File: src/rtl/rtc_pkg.sv
package rtc_pkg;
    // controller states of the wake-up timer
    typedef enum logic [1:0] {
        ST_OFF  = 2'd0,
        ST_LOAD = 2'd1,
        ST_RUN  = 2'd2
    } rtc_state_e;
endpackage

File: src/rtl/rtc_clk_pick.sv
module rtc_clk_pick (
    input  logic core_tick,
    input  logic xtal_tick,
    input  logic src_xtal,
    input  logic xtal_is_cpu,
    output logic tick
);
    // crystal is only usable when it is not the CPU clock
    logic use_xtal;
    assign use_xtal = src_xtal && !xtal_is_cpu;
    assign tick     = use_xtal ? xtal_tick : core_tick;
endmodule

File: src/rtl/rtc_chain.sv
module rtc_chain #(
    parameter int PRE_W = 7,
    parameter int CNT_W = 16,
    parameter logic [CNT_W-1:0] RST_CNT = '1
) (
    input  logic             clk,
    input  logic             por_n,
    input  logic             load,
    input  logic             step,
    input  logic [CNT_W-1:0] reload,
    output logic [PRE_W-1:0] pre_q,
    output logic [CNT_W-1:0] cnt_q,
    output logic             zero_evt
);
    localparam logic [PRE_W-1:0] PRE_TOP = '1;

    logic pre_zero;
    logic cnt_zero;
    assign pre_zero = (pre_q == '0);
    assign cnt_zero = (cnt_q == '0);
    assign zero_evt = step && pre_zero && cnt_zero;

    always_ff @(posedge clk or negedge por_n) begin
        if (!por_n) begin
            pre_q <= PRE_TOP;
            cnt_q <= RST_CNT;
        end else if (load) begin
            pre_q <= PRE_TOP;
            cnt_q <= reload;
        end else if (step) begin
            if (pre_zero) begin
                pre_q <= PRE_TOP;
                cnt_q <= cnt_zero ? reload : cnt_q - 1'b1;
            end else begin
                pre_q <= pre_q - 1'b1;
            end
        end
    end
endmodule

File: src/rtl/rtc_flag_reg.sv
module rtc_flag_reg (
    input  logic clk,
    input  logic por_n,
    input  logic set,
    input  logic clr,
    output logic flag
);
    // a set in the same cycle as a clear wins
    always_ff @(posedge clk or negedge por_n) begin
        if (!por_n)   flag <= 1'b0;
        else if (set) flag <= 1'b1;
        else if (clr) flag <= 1'b0;
    end
endmodule

File: src/rtl/rtc_wake_timer.sv
module rtc_wake_timer #(
    parameter int PRE_W = 7,
    parameter int CNT_W = 16,
    parameter logic [CNT_W-1:0] RELOAD_RST = '1
) (
    input  logic             clk,
    input  logic             por_n,
    input  logic             core_tick,
    input  logic             xtal_tick,
    input  logic             xtal_is_cpu,
    input  logic             cfg_we,
    input  logic             cfg_run,
    input  logic             cfg_src_xtal,
    input  logic             cfg_wake_en,
    input  logic             cfg_irq_en,
    input  logic             rld_we,
    input  logic [CNT_W-1:0] rld_val,
    input  logic             flag_clr,
    output logic [PRE_W-1:0] pre_o,
    output logic [CNT_W-1:0] cnt_o,
    output logic             flag_o,
    output logic             irq_o,
    output logic             wake_o
);
    import rtc_pkg::*;

    // settings, cleared by power-on reset only
    logic             run_q, src_q, wake_en_q, irq_en_q;
    logic [CNT_W-1:0] reload_q;

    always_ff @(posedge clk or negedge por_n) begin
        if (!por_n) begin
            run_q     <= 1'b0;
            src_q     <= 1'b0;
            wake_en_q <= 1'b0;
            irq_en_q  <= 1'b0;
            reload_q  <= RELOAD_RST;
        end else begin
            if (cfg_we) begin
                run_q     <= cfg_run;
                src_q     <= cfg_src_xtal;
                wake_en_q <= cfg_wake_en;
                irq_en_q  <= cfg_irq_en;
            end
            if (rld_we) reload_q <= rld_val;
        end
    end

    // controller
    rtc_state_e state_q, state_d;
    logic       tick, load_cmd, step_cmd, zero_evt;

    always_ff @(posedge clk or negedge por_n) begin
        if (!por_n) state_q <= ST_OFF;
        else        state_q <= state_d;
    end

    always_comb begin
        state_d = state_q;
        unique case (state_q)
            ST_OFF:  if (run_q) state_d = ST_LOAD;
            ST_LOAD: state_d = run_q ? ST_RUN : ST_OFF;
            ST_RUN:  if (!run_q) state_d = ST_OFF;
            default: state_d = ST_OFF;
        endcase
    end

    always_comb begin
        load_cmd = 1'b0;
        step_cmd = 1'b0;
        unique case (state_q)
            ST_OFF:  ;
            ST_LOAD: load_cmd = 1'b1;
            ST_RUN:  step_cmd = tick;
            default: ;
        endcase
    end

    rtc_clk_pick u_pick (
        .core_tick   (core_tick),
        .xtal_tick   (xtal_tick),
        .src_xtal    (src_xtal_sel),
        .xtal_is_cpu (xtal_is_cpu),
        .tick        (tick)
    );

    logic src_xtal_sel;
    assign src_xtal_sel = src_q;

    rtc_chain #(
        .PRE_W   (PRE_W),
        .CNT_W   (CNT_W),
        .RST_CNT (RELOAD_RST)
    ) u_chain (
        .clk      (clk),
        .por_n    (por_n),
        .load     (load_cmd),
        .step     (step_cmd),
        .reload   (reload_q),
        .pre_q    (pre_o),
        .cnt_q    (cnt_o),
        .zero_evt (zero_evt)
    );

    rtc_flag_reg u_flag (
        .clk   (clk),
        .por_n (por_n),
        .set   (zero_evt),
        .clr   (flag_clr),
        .flag  (flag_o)
    );

    assign irq_o  = flag_o && irq_en_q;
    assign wake_o = flag_o && wake_en_q;
endmodule

File: config.mk
export PLATFORM = sky130hd
export DESIGN_NAME = rtc_wake_timer
export DESIGN_NICKNAME = d
export VERILOG_FILES = /design/src/rtl/rtc_pkg.sv /design/src/rtl/rtc_clk_pick.sv /design/src/rtl/rtc_chain.sv /design/src/rtl/rtc_flag_reg.sv /design/src/rtl/rtc_wake_timer.sv
export SDC_FILE = /design/constraint.sdc
export NUM_CORES = 1
export LEC_CHECK = 0
export BUFFER_PORTS_ARGS = -buffer_cell sky130_fd_sc_hd__buf_2
export CELL_PAD_IN_SITES_DETAIL_PLACEMENT = 1
export CELL_PAD_IN_SITES_GLOBAL_PLACEMENT = 1
export CORE_MARGIN = 3
export CORE_UTILIZATION = 45
export DETAILED_ROUTE_END_ITERATION = 12
export PLACE_DENSITY = 0.94
export SYNTH_ARGS = -nofsm -noshare
export SYNTH_HDL_FRONTEND = slang
export SYNTH_HIERARCHICAL = 1
export SYNTH_SLANG_ARGS = --single-unit
File: constraint.sdc
create_clock -name clk -period 3.3 [get_ports clk]
set_clock_uncertainty 0.15 [all_clocks]
set_input_delay 0.99 -clock clk [delete_from_list [all_inputs] [get_ports clk]]
set_output_delay 0.99 -clock clk [all_outputs]
set_load 0.02 [all_outputs]
==> results.json <==
{
  "min_path_cells": 1,
  "cp.depth": 10,
  "period_share_pct": 83.11,
  "clockPowerShare_pct": 17.3,
  "p_int_uw": 1243,
  "synth_edf_count": 0,
  "worstSkewPairLatency_ns": 0.30,
  "syn-num-nets": 258,
  "cts.repair.resized": 0,
  "rows": 26,
  "start_util_pct": 47.80,
  "async_flop_share_pct": 100.0,
  "critPathLaunchType": "input pin",
  "setup_viol": 0,
  "worstPathCellList": "buf_2 > nand2b_1 > mux2_4 > and2_1 > nand2_1 > nor4_4 > buf_4 > a41oi_1 > a41oi_1 > o22a_1",
  "fp.dieArea_mm2": 0.006495,
  "dieWidth_um": 80.59,
  "routedWlPerCell_um": 18.80,
  "grt_max_degree": 28,
  "crit_path_max_fanout": 8,
  "final_util_pct": 55.47,
  "worstSetupPathType": "in -> reg",
  "layout_common_cells": "buf_2, dfstp_2, nor2_1",
  "grt_overflow": 0,
  "ys_warn_count": 6,
  "ys_ff_latch": 46,
  "synth-seq-area-share_pct": 47.93,
  "drc": 0,
  "via_per_inst": 5.841,
  "antenna_left": 0,
  "clock_sinks": 46,
  "die_h_um": 80.59,
  "sw_frac_of_total_pct": 40.99,
  "antenna_cells_inserted": 0,
  "design_area_mm2": 0.002905,
  "pwr-share-comb_pct": 36.4,
  "dp_hpwl_mm": 4.859,
  "placement.io_buffers": 53,
  "cpMostUsedCell": "a41oi_1",
  "powerDensity_mw_per_mm2": 725.2,
  "syn_inst": 227,
  "cts_tree": "built",
  "leakagePower_uw": 0.001266,
  "timing.setup.tns_ns": 0,
  "synth_cell_types": 48,
  "gp_congestion": 0.8441,
  "power.switching_uw": 863.6,
  "reg2reg_depth": 7,
  "slew-limit-headroom_pct": 55.43,
  "grt_setup_unrepaired": "no",
  "crit_path_end_kind": "register",
  "antenna_found_initial": 0,
  "cp_top_family": "simple AND/OR/NAND/NOR gates",
  "syn_area_mm2": 0.002504,
  "outcome": "finished clean",
  "tightestPinTransition_ns": 0.6685,
  "drv_slew": 0,
  "slowest_delay_ns": 0.25,
  "grt.total_usage_pct": 21.99,
  "grt_pass1_wl_mm": 10.82,
  "cts_htree_levels": 2,
  "clockBufferDepth": 2,
  "ir_drop_mv": 0.3686,
  "seqPwrFrac_pct": 46.3,
  "post_cts_buffers": 0,
  "core-area_mm2": 0.005238,
  "holdWs_ns": 0.3158,
  "critPathSlowestCell": "a41oi_1",
  "hold_buffers": 0,
  "wirelength_mm": 6.635,
  "numCtsBuffers": 5,
  "grt_pass1_vias": 2102,
  "pin_count": 54,
  "path_buf_inv": 2,
  "num_vias": 2062,
  "hold_path.class": "reg -> reg",
  "finalHoldViolCount": 0,
  "dr.pass1.iters": 4,
  "dpl-instance-area_mm2": 0.002810,
  "drv_cap": 0,
  "syn_area_per_cell_um2": 11.03,
  "total_power_uw": 2107,
  "ctsRootBufferMaster": "clkbuf_8",
  "area_delta_synth_final_pct": 16.04,
  "layout_commonest_cell": "buf_2",
  "nets": 313,
  "fmax_ghz": 0.3646,
  "period_needed_ns": 2.743,
  "drt_iter0_drc": 163,
  "synth_ff_type": "dfstp_2",
  "arrival_ns": 2.84,
  "drive_gt1_share_pct": 47.35,
  "required_ns": 3.39,
  "clk_pin_slew_ns": 0.09
}
[state kept, by name (all words and copies together), names as in the netlist]
signal / flops
irq_en_q: 1
reload_q: 16
run_q: 1
src_q: 1
state_q: 2
u_chain/cnt_q: 16
u_chain/pre_q: 7
u_flag/flag: 1
wake_en_q: 1
[worst reg2reg max path: stages, from the launching register on]
cell     delay, ns
dfstp_2       0.41
inv_1         0.09
ha_1          0.20
or4b_4        0.52
o41a_1        0.70
nand3_1       0.19
o21ai_1       0.09
a22oi_1       0.24
[synthesized netlist by cell type, drive strengths merged (4+ instances only)]
cell,count,area share [%]
dfstp,39,41
mux2,21,11
nor2,17,2.5
nand2,15,2.2
o21ai,15,3.1
a21oi,13,2.6
buf,9,3.6
inv,9,1.3
dfrtp,7,7.0
nand3,7,1.4
nor3,6,1.4
and2,5,1.2
nand4,5,1.2
nor4,5,1.8
a21o,4,1.2
a22oi,4,1.2
or4,4,1.2
[layer usage]
metal	global-route usage (%)	vias up	wire length, um
li1	-	941	-
met1	28.43	1048	2842
met2	36.01	58	3320
met3	4.709	15	315
met4	8.277	0	157
met5	0	-	0
[worst paths after layout]
| kind | to | startpoint | slack [ns] |
|---|---|---|---|
| setup / recovery | u_chain/cnt_q[15]$_DFFE_PN1P_ | xtal_is_cpu | 0.56 |
| hold / removal | state_q[0]$_DFFE_PN0P_ | state_q[0]$_DFFE_PN0P_ | 0.32 |
| setup reg to reg | u_chain/cnt_q[9]$_DFFE_PN1P_ | u_chain/cnt_q[0]$_DFFE_PN1P_ | 0.63 |
| hold reg to reg | state_q[0]$_DFFE_PN0P_ | state_q[0]$_DFFE_PN0P_ | 0.32 |
| max in group asynchronous | reload_q[6]$_DFFE_PN1P_ | por_n | 1.69 |
| min in group asynchronous | u_flag/flag$_DFFE_PN0P_ | por_n | 0.55 |
[power by group through the flow]
stage	clock, uW	sequential [uW]	combinational (uW)
floorplan	0	1040	437
global placement	0	964	715
detailed placement	0	979	755
CTS	375	974	766
global route	404	1000	827
finish	365	976	766
[per-stage QoR]
stage / cells / setup slack [ns]
after floorplan: 227 / 0.5440
after global placement: 345 / 0.3915
after detailed placement: 345 / 0.3301
after CTS: 353 / 0.5883
after global routing: 353 / 0.4975
final: 353 / 0.5574
[cells by family after synthesis]
logic type / after synthesis / synth area share [%]
AND/OR/NAND/NOR: 76 / 16.94
multiplexers: 21 / 11.09
buffers and inverters: 21 / 5.447
AO/OA/AOI/OAI: 55 / 15.34
flip-flops: 46 / 47.93
adder cells (fa/ha/maj): 3 / 1.499
XOR/XNOR: 5 / 1.749
[area by class of cell]
type / count / area, um^2
Fill cell: 582 / 2332
Sequential cell: 46 / 1200
Clock inverter: 2 / 12.51
Clock buffer: 6 / 82.58
Timing Repair Buffer: 59 / 310.3
Inverter: 10 / 37.54
Multi-Input combinational cell: 160 / 1175
Tap cell: 70 / 87.58
(Power assumes the default switching activity.)
